[src/rtl/rx_ovr_status.sv]
module rx_ovr_status #(
  parameter int DATA_W = 8
) (
  input  logic              clk,
  input  logic              rst_n,
  input  logic              rx_done,
  input  logic [DATA_W-1:0] rx_byte,
  input  logic              rx_en,
  input  logic              standby,
  input  logic              sync_mode,
  input  logic              bus_addr,
  input  logic              bus_rd,
  input  logic              bus_wr,
  input  logic [DATA_W-1:0] bus_wdata,
  output logic [DATA_W-1:0] bus_rdata,
  output logic              rx_inhibit,
  output logic              tx_inhibit
);
  localparam int FULL_BIT = 0;
  localparam int OVR_BIT  = 1;

  logic              full_q, ovr_q, arm_full_q, arm_ovr_q;
  logic [DATA_W-1:0] data_q;
  logic              accept, stat_rd, stat_wr, clr_full, clr_ovr;
  logic [DATA_W-1:0] unused_wdata;

  assign unused_wdata = bus_wdata;
  assign accept   = rx_done & rx_en & ~ovr_q;
  assign stat_rd  = bus_rd & ~bus_addr;
  assign stat_wr  = bus_wr & ~bus_addr;
  assign clr_full = stat_wr & arm_full_q & ~bus_wdata[FULL_BIT];
  assign clr_ovr  = stat_wr & arm_ovr_q & ~bus_wdata[OVR_BIT];

  assign rx_inhibit = ovr_q;
  assign tx_inhibit = ovr_q & sync_mode;

  always_comb begin
    bus_rdata = '0;
    if (bus_addr) bus_rdata = data_q;
    else begin
      bus_rdata[FULL_BIT] = full_q;
      bus_rdata[OVR_BIT]  = ovr_q;
    end
  end

  always_ff @(posedge clk) begin
    if (!rst_n) begin
      full_q <= 1'b0;
      data_q <= '0;
    end else if (accept && !full_q) begin
      full_q <= 1'b1;
      data_q <= rx_byte;
    end else if (clr_full) begin
      full_q <= 1'b0;
    end
  end

  always_ff @(posedge clk) begin
    if (!rst_n || standby)      ovr_q <= 1'b0;
    else if (accept && full_q)  ovr_q <= 1'b1;
    else if (clr_ovr)           ovr_q <= 1'b0;
  end

  always_ff @(posedge clk) begin
    if (!rst_n) begin
      arm_full_q <= 1'b0;
      arm_ovr_q  <= 1'b0;
    end else begin
      if (stat_wr)              arm_full_q <= 1'b0;
      else if (stat_rd && full_q) arm_full_q <= 1'b1;
      if (stat_wr || standby)   arm_ovr_q <= 1'b0;
      else if (stat_rd && ovr_q) arm_ovr_q <= 1'b1;
    end
  end

  p_ovr_set_r1: assert property (@(posedge clk) disable iff (!rst_n)
    (rx_done && rx_en && !rx_inhibit && full_q && !standby) |=> ovr_q);
  p_standby_clr_r2: assert property (@(posedge clk) disable iff (!rst_n)
    standby |=> !ovr_q);
  p_no_unarmed_clr_r3: assert property (@(posedge clk) disable iff (!rst_n)
    (ovr_q && !arm_ovr_q && !standby) |=> ovr_q);
  p_write_no_set_r3: assert property (@(posedge clk) disable iff (!rst_n)
    (!ovr_q && !(rx_done && full_q)) |=> !ovr_q);
  p_keep_old_byte_r5: assert property (@(posedge clk) disable iff (!rst_n)
    (rx_done && full_q) |=> $stable(data_q));
  p_ignore_inhibit_r6: assert property (@(posedge clk) disable iff (!rst_n)
    ((rx_inhibit || !rx_en) && !bus_wr && !standby) |=>
      ($stable(full_q) && $stable(ovr_q) && $stable(data_q)));
  always_comb if (rst_n && !sync_mode) p_tx_async_r7: assert (!tx_inhibit);
endmodule

[config.mk]
export PLATFORM = sky130hd
export DESIGN_NAME = rx_ovr_status
export DESIGN_NICKNAME = d
export VERILOG_FILES = /design/src/rtl/rx_ovr_status.sv
export SDC_FILE = /design/constraint.sdc
export NUM_CORES = 1
export LEC_CHECK = 0
export BUFFER_PORTS_ARGS = -buffer_cell sky130_fd_sc_hd__buf_2
export CAP_MARGIN = 20
export CORE_UTILIZATION = 37
export DETAILED_ROUTE_END_ITERATION = 6
export PLACE_DENSITY = 0.72
export SYNTH_ARGS = -nofsm -noshare
export SYNTH_HDL_FRONTEND = slang
export SYNTH_SLANG_ARGS = --single-unit
[constraint.sdc]
create_clock -name clk -period 1 [get_ports clk]
set_clock_uncertainty 0.1 [all_clocks]
set_input_delay 0.1 -clock clk [delete_from_list [all_inputs] [get_ports clk]]
set_output_delay 0.1 -clock clk [all_outputs]
set_load 0.005 [all_outputs]
==> impl_metrics.prom, run 1 <==
# TYPE chip_impl_metric gauge
chip_impl_info{name="status",value="complete, but fails checks"} 1
chip_impl_info{name="violations",value="negative setup slack"} 1
chip_impl_metric{name="fin_tns_setup",unit="ns"} -3.36
chip_impl_metric{name="post_synth_inst_count",unit=""} 66
chip_impl_metric{name="floorplan.die.width",unit="µm"} 42.3
chip_impl_metric{name="post-layout-total-power",unit="W"} 0.00114
chip_impl_info{name="hold_start",value="bus_wdata[0]"} 1
chip_impl_metric{name="n_antenna_cell",unit=""} 0
chip_impl_metric{name="grt_antenna_before_repair",unit=""} 0
chip_impl_info{name="root_buffer",value="clkbuf_4"} 1
chip_impl_metric{name="clk_pin_slew",unit="ns"} 0.08
chip_impl_metric{name="setup-violations-final",unit=""} 21
chip_impl_metric{name="grt.total_usage",unit="%"} 17.5
chip_impl_metric{name="layout_setup_ws",unit="ns"} -0.299
chip_impl_metric{name="grt_pass1_wl",unit="µm"} 2340
chip_impl_metric{name="wl",unit="µm"} 1540
chip_impl_metric{name="layout.core_utilization",unit="%"} 69.5
chip_impl_metric{name="detailedRoute.firstPassIterationCount",unit=""} 4
chip_impl_metric{name="num_vias",unit=""} 616
chip_impl_metric{name="timing.final.hold_violations",unit=""} 0
chip_impl_metric{name="crit_arrival",unit="ns"} 1.10
chip_impl_metric{name="layout_min_cycle_time",unit="ns"} 1.30
chip_impl_metric{name="placement_rows",unit=""} 14
chip_impl_metric{name="cts_sinks",unit=""} 12
chip_impl_metric{name="hold_path_depth",unit=""} 3
chip_impl_info{name="grt_setup_unrepaired",value="true"} 1
chip_impl_metric{name="vias_per_cell",unit=""} 4.74
chip_impl_metric{name="core-area",unit="µm²"} 1510
chip_impl_metric{name="detail-route-antenna-nets",unit=""} 0
chip_impl_metric{name="pins_over_their_slew_limit",unit=""} 0
chip_impl_metric{name="final_min_period_over_clock_period",unit="%"} 130
chip_impl_metric{name="worst_skew_pair.late_latency",unit="ns"} 0.27
chip_impl_metric{name="worst_slew_pin_slew",unit="ns"} 0.300
chip_impl_info{name="most_common_cell_after_layout_fill_and_taps_aside",value="buf_2"} 1
chip_impl_metric{name="p_per_area",unit="nW/µm²"} 1090
chip_impl_metric{name="post_route_cells_drive_above_1_share",unit="%"} 49.1
chip_impl_info{name="setup.worst_path.end_class",value="output port"} 1
chip_impl_metric{name="grt_max_degree",unit=""} 15
chip_impl_metric{name="finalWeightedCongestion",unit=""} 0.741
chip_impl_metric{name="die-height",unit="µm"} 42.3
chip_impl_info{name="type_of_element_launching_the_critical_path",value="flop"} 1
chip_impl_metric{name="dp_cells",unit=""} 112
chip_impl_metric{name="floorplan.io_pins",unit=""} 35
chip_impl_metric{name="timing.reg2reg.worst_path_depth",unit=""} 4
chip_impl_info{name="timing.rr.start",value="rx_inhibit$_SDFFE_PP0P_"} 1
chip_impl_metric{name="num-nets-final",unit=""} 140
chip_impl_metric{name="timing.max_cap.violations",unit=""} 0
chip_impl_metric{name="dp_hpwl",unit="µm"} 984
chip_impl_metric{name="max_freq",unit="GHz"} 0.770
chip_impl_metric{name="synth.cell_area",unit="µm²"} 601
chip_impl_metric{name="cts.htree.levels",unit=""} 1
chip_impl_info{name="timing.hold.worst_endpoint",value="full_q$_SDFFE_PN0P_"} 1
chip_impl_metric{name="worstPathRequired",unit="ns"} 0.80
chip_impl_info{name="cts_tree",value="built"} 1
chip_impl_metric{name="avg_inst_size_synth",unit="µm²"} 9.10
chip_impl_metric{name="buffer_ports.inserted",unit=""} 28
chip_impl_metric{name="total_leakage_power",unit="nW"} 0.474
chip_impl_info{name="layout.cells.most_common_list",value="buf_2, nand2_1, dlygate4sd3_1, buf_6, mux2i_1"} 1
chip_impl_metric{name="synthesis.yosys.warnings",unit=""} 0
chip_impl_metric{name="post-route-drc-count",unit=""} 0
chip_impl_metric{name="crit_fanout",unit=""} 3
chip_impl_metric{name="max-slew-margin-rel",unit="%"} 79.7
chip_impl_metric{name="regToRegSetupSlack",unit="ns"} -0.25
chip_impl_metric{name="numCtsBuffers",unit=""} 3
chip_impl_info{name="timing.hold.worst.class",value="in2reg"} 1
chip_impl_metric{name="grt_pass1_vias",unit=""} 576
chip_impl_metric{name="fin_hold_ws",unit="ns"} 0.00689
chip_impl_info{name="crit_type",value="reg2out"} 1
chip_impl_metric{name="initial_cell_density_of_the_core",unit="%"} 39.9
chip_impl_metric{name="first_iteration_detailed_routing_drc_count",unit=""} 3
chip_impl_metric{name="synth.distinct_cells",unit=""} 18
chip_impl_metric{name="avgRoutedWirePerCell",unit="µm"} 11.9
chip_impl_metric{name="yosysSeqAreaShare",unit="%"} 40.0
chip_impl_metric{name="grt_overflow",unit=""} 0
chip_impl_metric{name="syn2layout_area_growth",unit="%"} 74.4
chip_impl_metric{name="mappedNetlistNets",unit=""} 91
chip_impl_metric{name="final_cells",unit=""} 130
chip_impl_metric{name="dieArea",unit="µm²"} 1790
chip_impl_metric{name="irDropWorstVdd",unit="mV"} 0.766
chip_impl_metric{name="clock_tree.buffer_depth",unit=""} 2
chip_impl_info{name="reg2reg_to",value="data_q[7]$_SDFFE_PN0P_"} 1
chip_impl_metric{name="synth-seq-cells",unit=""} 12
[flip-flops by register name, summed over array words and instances (netlist names)]
signal / cells
full_q: 1
data_q: 8
rx_inhibit: 1
arm_ovr_q: 1
arm_full_q: 1
[Yosys cell counts]
cell / n / area (µm²)
nand2_1: 18 / 67.6
dfxtp_1: 12 / 240
mux2i_1: 8 / 80.1
and2_1: 7 / 43.8
inv_1: 3 / 11.3
nand3b_1: 3 / 22.5
buf_2: 2 / 10.0
mux2_2: 2 / 22.5
nor4bb_1: 2 / 20.0
a2111oi_2: 1 / 15.0
a211oi_1: 1 / 7.51
and4bb_2: 1 / 12.5
buf_6: 1 / 11.3
clkbuf_1: 1 / 3.75
nand4bb_1: 1 / 11.3
nor2b_1: 1 / 6.26
o22ai_1: 1 / 6.26
o2bb2ai_1: 1 / 8.76
[layout make-up]
cell class / instances / area (µm²)
Multi-Input combinational cell: 47 / 344
Clock buffer: 4 / 36.3
Fill cell: 119 / 459
Timing Repair Buffer: 48 / 387
Inverter: 3 / 11.3
Sequential cell: 12 / 249
Tap cell: 16 / 20.0
[logic make-up (layout without fill, tap and decap cells)]
| logic type | Yosys count | after routing | share of synthesized area [%] |
|---|---|---|---|
| compound gates | 4 | 4 | 6.25 |
| buf+inv | 7 | 55 | 6.04 |
| flops | 12 | 12 | 40.0 |
| mux | 10 | 10 | 17.1 |
| simple gates | 33 | 33 | 30.6 |
[how the worst max path moves through the flow]
stage	end	slack (ns)	depth (start not counted)	start
after floorplan	data_q[0]$_SDFFE_PN0P_	-0.09	3	rx_inhibit$_SDFFE_PP0P_
after global placement	data_q[5]$_SDFFE_PN0P_	-0.1	3	rx_inhibit$_SDFFE_PP0P_
after detailed placement	data_q[1]$_SDFFE_PN0P_	-0.13	3	rx_inhibit$_SDFFE_PP0P_
after CTS	bus_rdata[0]	-0.30	3	full_q$_SDFFE_PN0P_
after global routing	bus_rdata[0]	-0.32	3	full_q$_SDFFE_PN0P_
final	bus_rdata[1]	-0.30	3	rx_inhibit$_SDFFE_PP0P_
[critical path, cell delays in order (launching register included)]
cell	delay, ns
dfxtp_2	0.34
buf_6	0.11
mux2_4	0.26
buf_6	0.11
[layer usage]
metal / wire (µm) / up-vias / global-route usage [%]
met4: 31 / 0 / 9.38
met1: 707 / 268 / 21.5
met5: 0 / - / 0
met2: 729 / 24 / 29.2
li1: - / 320 / -
met3: 74 / 4 / 2.59
[through the flow]
stage,cell area (µm²),worst slack (ns)
5_1_grt,1050,-0.325
6_report,1050,-0.299
3_5_place_dp,795,-0.131
4_1_cts,998,-0.299
3_3_place_gp,795,-0.0961
2_1_floorplan,602,-0.0884
[repair_timing]
item / 4_1_cts / 5_1_grt
endpoints found under the hold margin: 10 / 0
setup endpoints to repair: 20 / 22
setup buffers: 2 / 1
hold buffers: 11 / 0
gates resized for setup: 10 / 13
pin swaps: 4 / 2
[power by group]
group          internal [W]  switching [W]
logic              0.000145      0.0000877
registers          0.000503      0.0000116
clock network      0.000221       0.000170
Note: power is estimated with default switching activity, not from simulation.
==> inputs of run 2 (changes only) <==
==> constraint.sdc (replaced) <==
create_clock -name clk -period 1 [get_ports clk]
set_clock_uncertainty 0.1 [all_clocks]
set_input_delay 0.2 -clock clk [delete_from_list [all_inputs] [get_ports clk]]
set_output_delay 0.2 -clock clk [all_outputs]
set_load 0.005 [all_outputs]
==> impl_metrics.prom, run 2 (synthesized netlist as in run 1, its figures left out) <==
# TYPE chip_impl_metric gauge
chip_impl_info{name="status",value="complete, but fails checks"} 1
chip_impl_info{name="violations",value="negative setup slack"} 1
chip_impl_info{name="layout.cells.most_common_list",value="buf_2, nand2_1, buf_6, mux2i_1, dfxtp_2"} 1
chip_impl_metric{name="max_freq",unit="GHz"} 0.710
chip_impl_metric{name="worst_slew_pin_slew",unit="ns"} 0.338
chip_impl_metric{name="final_cells",unit=""} 121
chip_impl_metric{name="max-slew-margin-rel",unit="%"} 77.1
chip_impl_metric{name="dp_hpwl",unit="µm"} 1020
chip_impl_metric{name="layout_min_cycle_time",unit="ns"} 1.41
chip_impl_metric{name="worst_skew_pair.late_latency",unit="ns"} 0.27
chip_impl_metric{name="pins_over_their_slew_limit",unit=""} 0
chip_impl_info{name="hold_start",value="standby"} 1
chip_impl_info{name="crit_type",value="reg2out"} 1
chip_impl_info{name="type_of_element_launching_the_critical_path",value="flop"} 1
chip_impl_metric{name="timing.final.hold_violations",unit=""} 0
chip_impl_metric{name="largest_register_ff_count",unit=""} 8
chip_impl_metric{name="fill_cells",unit=""} 138
chip_impl_metric{name="register_area",unit="µm²"} 250
chip_impl_metric{name="vias_per_cell",unit=""} 5.01
chip_impl_metric{name="layout.core_utilization",unit="%"} 66.5
chip_impl_metric{name="area_taken_by_multi_input_logic_gates",unit="µm²"} 362
chip_impl_metric{name="core-area",unit="µm²"} 1510
chip_impl_metric{name="worstPathRequired",unit="ns"} 0.70
chip_impl_metric{name="die-height",unit="µm"} 42.3
chip_impl_metric{name="num-nets-final",unit=""} 131
chip_impl_info{name="timing.hold.worst.class",value="in2reg"} 1
chip_impl_metric{name="n_antenna_cell",unit=""} 0
chip_impl_metric{name="dp_cells",unit=""} 113
chip_impl_info{name="timing.hold.worst_endpoint",value="arm_ovr_q$_SDFFE_PP0P_"} 1
chip_impl_metric{name="dieArea",unit="µm²"} 1790
chip_impl_metric{name="wl",unit="µm"} 1510
chip_impl_metric{name="detail-route-antenna-nets",unit=""} 0
chip_impl_metric{name="buffer_ports.inserted",unit=""} 28
chip_impl_metric{name="initial_cell_density_of_the_core",unit="%"} 39.9
chip_impl_metric{name="total_leakage_power",unit="nW"} 0.452
chip_impl_metric{name="final_design_area_no_fill",unit="µm²"} 1000
chip_impl_metric{name="finalWeightedCongestion",unit=""} 0.678
chip_impl_metric{name="layout_setup_ws",unit="ns"} -0.409
chip_impl_metric{name="placement.cell_area",unit="µm²"} 802
chip_impl_metric{name="setup-violations-final",unit=""} 21
chip_impl_metric{name="timing.max_cap.violations",unit=""} 0
chip_impl_metric{name="timing.reg2reg.worst_path_depth",unit=""} 4
chip_impl_info{name="timing.rr.start",value="full_q$_SDFFE_PN0P_"} 1
chip_impl_metric{name="grt_antenna_before_repair",unit=""} 0
chip_impl_info{name="grt_setup_unrepaired",value="true"} 1
chip_impl_metric{name="syn2layout_area_growth",unit="%"} 66.9
chip_impl_metric{name="grt_pass1_wl",unit="µm"} 2420
chip_impl_metric{name="crit_fanout",unit=""} 2
chip_impl_metric{name="p_per_area",unit="nW/µm²"} 1150
chip_impl_metric{name="placement_rows",unit=""} 14
chip_impl_metric{name="fin_hold_ws",unit="ns"} 0.0104
chip_impl_metric{name="cts.htree.levels",unit=""} 1
chip_impl_info{name="setup.worst_path.end_class",value="output port"} 1
chip_impl_info{name="cts_tree",value="built"} 1
chip_impl_metric{name="clk_pin_slew",unit="ns"} 0.08
chip_impl_metric{name="detailedRoute.firstPassIterationCount",unit=""} 4
chip_impl_metric{name="num_vias",unit=""} 606
chip_impl_metric{name="post_route_cells_drive_above_1_share",unit="%"} 60.0
chip_impl_metric{name="irDropWorstVdd",unit="mV"} 0.794
chip_impl_metric{name="floorplan.die.width",unit="µm"} 42.3
chip_impl_metric{name="crit_arrival",unit="ns"} 1.11
chip_impl_metric{name="post-route-drc-count",unit=""} 0
chip_impl_metric{name="hold_path_depth",unit=""} 2
chip_impl_info{name="reg2reg_to",value="data_q[7]$_SDFFE_PN0P_"} 1
chip_impl_metric{name="cts_sinks",unit=""} 12
chip_impl_metric{name="clock_tree.buffer_depth",unit=""} 2
chip_impl_metric{name="grt_pass1_vias",unit=""} 603
chip_impl_info{name="registers.top_by_ff_count",value="data_q"} 1
chip_impl_metric{name="floorplan.io_pins",unit=""} 35
chip_impl_metric{name="grt_overflow",unit=""} 0
chip_impl_metric{name="grt.total_usage",unit="%"} 17.7
chip_impl_metric{name="regToRegSetupSlack",unit="ns"} -0.30
chip_impl_metric{name="avgRoutedWirePerCell",unit="µm"} 12.5
chip_impl_metric{name="numCtsBuffers",unit=""} 3
chip_impl_metric{name="first_iteration_detailed_routing_drc_count",unit=""} 12
chip_impl_metric{name="grt_max_degree",unit=""} 11
chip_impl_info{name="root_buffer",value="clkbuf_4"} 1
chip_impl_metric{name="final_min_period_over_clock_period",unit="%"} 141
chip_impl_info{name="most_common_cell_after_layout_fill_and_taps_aside",value="buf_2"} 1
==> run 2: final cells by class <==
cell class | instances | share of cell area (%)
flip-flops and latches | 12 | 25.0
well taps | 16 | 2.00
clock buffers | 4 | 3.62
multi-input cells | 47 | 36.1
inverters | 3 | 1.12
repair buffers | 39 | 32.2
==> run 2: worst max-delay path, stage by stage (launching register included) <==
cell     delay [ns]
dfxtp_2        0.33
buf_6          0.11
mux2_4         0.27
buf_6          0.12
==> run 2: power breakdown <==
| group | internal (W) | switching [W] |
|---|---|---|
| clock network | 0.000221 | 0.000175 |
| registers | 0.000503 | 0.0000123 |
| logic | 0.000148 | 0.0000913 |
==> run 2: worst max-delay path by stage <==
stage / startpoint / to
3_3_place_gp: rx_inhibit$_SDFFE_PP0P_ / data_q[2]$_SDFFE_PN0P_
6_report: full_q$_SDFFE_PN0P_ / bus_rdata[0]
5_1_grt: full_q$_SDFFE_PN0P_ / bus_rdata[0]
3_5_place_dp: rx_inhibit$_SDFFE_PP0P_ / data_q[6]$_SDFFE_PN0P_
2_1_floorplan: rx_inhibit$_SDFFE_PP0P_ / data_q[0]$_SDFFE_PN0P_
4_1_cts: full_q$_SDFFE_PN0P_ / bus_rdata[0]
==> run 2: timing repair <==
action | 4_1_cts | 5_1_grt
cloned | 1 | 0
endpoints found under the setup margin | 20 | 22
hold buffers | 0 | 0
gates resized for setup | 13 | 19
pin swaps | 3 | 2
setup buffers | 3 | 1
==> run 2: through the flow <==
stage / TNS, ns / power (W) / setup slack (ns)
6_report: -4.44 / 0.00115 / -0.409
2_1_floorplan: -0.766 / 0.000606 / -0.0884
3_3_place_gp: -1.84 / 0.000687 / -0.119
4_1_cts: -4.34 / 0.00114 / -0.398
5_1_grt: -5.19 / 0.00120 / -0.437
3_5_place_dp: -1.99 / 0.000693 / -0.150
==> run 2: metal layers <==
| layer | vias to the layer above | part of all wire [%] | routed length, µm | GRT usage (%) |
|---|---|---|---|---|
| met5 | - | 0 | 0 | 0 |
| met4 | 0 | 0 | 0 | 3.75 |
| met3 | 0 | 6.6 | 100 | 4.31 |
| met2 | 24 | 52 | 780 | 33.5 |
| met1 | 281 | 42 | 633 | 19.6 |
| li1 | 301 | - | - | - |
==> inputs of run 3 (changes only) <==
--- a/config.mk
+++ b/config.mk
@@ -10,6 +10,7 @@
 export CORE_UTILIZATION = 37
 export DETAILED_ROUTE_END_ITERATION = 6
 export PLACE_DENSITY = 0.72
+export SETUP_SLACK_MARGIN = 0.5
 export SYNTH_ARGS = -nofsm -noshare
 export SYNTH_HDL_FRONTEND = slang
 export SYNTH_SLANG_ARGS = --single-unit
==> impl_metrics.prom, run 3 (synthesized netlist as in run 1, its figures left out) <==
# TYPE chip_impl_metric gauge
chip_impl_metric{name="n_antenna_cell",unit=""} 0
chip_impl_metric{name="numCtsBuffers",unit=""} 3
chip_impl_metric{name="floorplan.io_pins",unit=""} 35
chip_impl_metric{name="p_per_area",unit="nW/µm²"} 1140
chip_impl_metric{name="power.share.sequential",unit="%"} 45.6
chip_impl_metric{name="layout_min_cycle_time",unit="ns"} 1.29
chip_impl_metric{name="dieArea",unit="µm²"} 1790
chip_impl_metric{name="final_min_period_over_clock_period",unit="%"} 129
chip_impl_metric{name="crit_arrival",unit="ns"} 0.99
chip_impl_info{name="root_buffer",value="clkbuf_4"} 1
chip_impl_metric{name="detail-route-antenna-nets",unit=""} 0
chip_impl_metric{name="first_iteration_detailed_routing_drc_count",unit=""} 11
chip_impl_info{name="cts_tree",value="built"} 1
chip_impl_metric{name="post-layout-total-power",unit="W"} 0.00113
chip_impl_info{name="cpLargestDelayFamily",value="flip-flops"} 1
chip_impl_info{name="critical_path.endpoint",value="bus_rdata[0]"} 1
chip_impl_metric{name="buffer_ports.inserted",unit=""} 28
chip_impl_info{name="status",value="complete, but fails checks"} 1
chip_impl_info{name="critPathLaunch",value="full_q$_SDFFE_PN0P_"} 1
chip_impl_metric{name="grt_pass1_wl",unit="µm"} 2610
chip_impl_info{name="timing.hold.worst.class",value="in2reg"} 1
chip_impl_info{name="type_of_element_launching_the_critical_path",value="flop"} 1
chip_impl_metric{name="worst_skew_pair.late_latency",unit="ns"} 0.27
chip_impl_info{name="violations",value="negative setup slack"} 1
chip_impl_metric{name="timing.final.hold_violations",unit=""} 0
chip_impl_metric{name="floorplan.die.width",unit="µm"} 42.3
chip_impl_metric{name="hold_path_depth",unit=""} 2
chip_impl_metric{name="timing.max_cap.violations",unit=""} 0
chip_impl_metric{name="num_vias",unit=""} 611
chip_impl_metric{name="clock_tree.buffer_depth",unit=""} 2
chip_impl_metric{name="grt_antenna_before_repair",unit=""} 0
chip_impl_metric{name="total_leakage_power",unit="nW"} 0.446
chip_impl_metric{name="pins_over_their_slew_limit",unit=""} 0
chip_impl_info{name="most_common_cell_after_layout_fill_and_taps_aside",value="buf_2"} 1
chip_impl_metric{name="max_freq",unit="GHz"} 0.777
chip_impl_metric{name="avgRoutedWirePerCell",unit="µm"} 12.4
chip_impl_metric{name="timing.reg2reg.worst_path_depth",unit=""} 4
chip_impl_info{name="reg2reg_to",value="data_q[4]$_SDFFE_PN0P_"} 1
chip_impl_metric{name="post_route_cells_drive_above_1_share",unit="%"} 61.0
chip_impl_info{name="critical_path.slowest_cell",value="dfxtp_2"} 1
chip_impl_metric{name="clock_power_share",unit="%"} 34.1
chip_impl_metric{name="core-area",unit="µm²"} 1510
chip_impl_info{name="grt_setup_unrepaired",value="true"} 1
chip_impl_metric{name="clk_pin_slew",unit="ns"} 0.07
chip_impl_metric{name="die-height",unit="µm"} 42.3
chip_impl_metric{name="syn2layout_area_growth",unit="%"} 65.0
chip_impl_metric{name="switching_share",unit="%"} 23.6
chip_impl_metric{name="initial_cell_density_of_the_core",unit="%"} 39.9
chip_impl_info{name="crit_type",value="reg2out"} 1
chip_impl_metric{name="placement.cell_area",unit="µm²"} 828
chip_impl_metric{name="vias_per_cell",unit=""} 5.05
chip_impl_metric{name="grt.total_usage",unit="%"} 19.1
chip_impl_metric{name="wl",unit="µm"} 1500
chip_impl_metric{name="num-nets-final",unit=""} 131
chip_impl_metric{name="detailedRoute.firstPassIterationCount",unit=""} 3
chip_impl_metric{name="largest_register_ff_count",unit=""} 8
chip_impl_metric{name="layout_setup_ws",unit="ns"} -0.288
chip_impl_metric{name="finalWeightedCongestion",unit=""} 0.787
chip_impl_metric{name="cts_sinks",unit=""} 12
chip_impl_metric{name="fill_cells",unit=""} 133
chip_impl_metric{name="grt_pass1_vias",unit=""} 614
chip_impl_metric{name="power.internal",unit="W"} 0.000865
chip_impl_metric{name="pwr-share-comb",unit="%"} 20.3
chip_impl_metric{name="cts.htree.levels",unit=""} 1
chip_impl_metric{name="grt_overflow",unit=""} 0
chip_impl_metric{name="worst_slew_pin_slew",unit="ns"} 0.376
chip_impl_metric{name="max-slew-margin-rel",unit="%"} 74.6
chip_impl_metric{name="critical-path-max-stage-delay",unit="ns"} 0.34
chip_impl_metric{name="setup-violations-final",unit=""} 20
chip_impl_metric{name="final_design_area_no_fill",unit="µm²"} 991
chip_impl_metric{name="worstPathRequired",unit="ns"} 0.70
chip_impl_metric{name="post-route-drc-count",unit=""} 0
chip_impl_metric{name="irDropWorstVdd",unit="mV"} 0.870
chip_impl_metric{name="critical_path_buf_inv_count",unit=""} 1
chip_impl_metric{name="placement_rows",unit=""} 14
chip_impl_metric{name="p_switching",unit="W"} 0.000267
chip_impl_info{name="registers.top_by_ff_count",value="data_q"} 1
chip_impl_info{name="layout.cells.most_common_list",value="buf_2, nand2_1, mux2i_1, dfxtp_2, buf_6"} 1
chip_impl_metric{name="dp_hpwl",unit="µm"} 991
chip_impl_metric{name="regToRegSetupSlack",unit="ns"} -0.24
chip_impl_info{name="timing.rr.start",value="full_q$_SDFFE_PN0P_"} 1
chip_impl_metric{name="crit_fanout",unit=""} 4
chip_impl_metric{name="grt_max_degree",unit=""} 11
chip_impl_info{name="timing.critical_path.cells",value="mux2_4, buf_2"} 1
chip_impl_info{name="setup.worst_path.end_class",value="output port"} 1
chip_impl_metric{name="critical_path_depth",unit=""} 2
run 3: timing repair:
item,in CTS,in global routing
hold buffers,0,0
pin swaps,9,1
endpoints found under the setup margin,22,22
gates resized for setup,17,3
gates cloned,1,0
setup buffers,2,0
run 3: area by class of cell:
cell class	instances	area, µm²	share of cell area, %
flip-flops and latches	12	250	25.3
multi-input cells	47	373	37.6
clock buffers	4	36.3	3.66
inverters	3	11.3	1.14
well taps	16	20.0	2.02
repair buffers	39	300	30.3
run 3: per-stage QoR:
stage / instances / hold WS [ns] / utilization [%] / setup TNS (ns) / worst slack [ns]
2_1_floorplan: 66 / 0.169 / - / -0.766 / -0.0884
3_3_place_gp: 114 / 0.297 / 55.0 / -1.80 / -0.167
3_5_place_dp: 114 / 0.299 / 55.0 / -1.95 / -0.153
4_1_cts: 121 / 0.00260 / 64.3 / -3.74 / -0.301
5_1_grt: 121 / 0.0235 / 65.8 / -4.66 / -0.321
6_report: 121 / 0.0285 / 65.8 / -3.66 / -0.288
run 3: worst reg2reg max path, stage by stage, from the launching register on:
cell,delay (ns)
dfxtp_2,0.34
and4bb_2,0.34
buf_6,0.11
buf_12,0.10
mux2i_1,0.18
run 3: power groups by stage:
stage,Sequential [W],Clock [W],Combinational (W)
6_report,0.000516,0.000386,0.000229
5_1_grt,0.000520,0.000426,0.000248
4_1_cts,0.000516,0.000404,0.000222
3_5_place_dp,0.000524,0,0.000179
3_3_place_gp,0.000523,0,0.000177
2_1_floorplan,0.000522,0,0.0000981
run 3: worst min path at each step:
stage | start | to | slack (ns)
2_1_floorplan | standby | arm_ovr_q$_SDFFE_PP0P_ | 0.17
3_5_place_dp | standby | arm_ovr_q$_SDFFE_PP0P_ | 0.30
3_3_place_gp | standby | arm_ovr_q$_SDFFE_PP0P_ | 0.30
6_report | standby | arm_ovr_q$_SDFFE_PP0P_ | 0.03
5_1_grt | standby | arm_ovr_q$_SDFFE_PP0P_ | 0.02
4_1_cts | standby | arm_ovr_q$_SDFFE_PP0P_ | 0.003
run 3: routing by layer:
layer	vias up	global-route usage (%)	wire length, µm
li1	302	-	-
met1	287	23.4	624
met3	0	4.31	95
met2	22	32.3	780
met5	-	0	0
met4	0	7.50	0
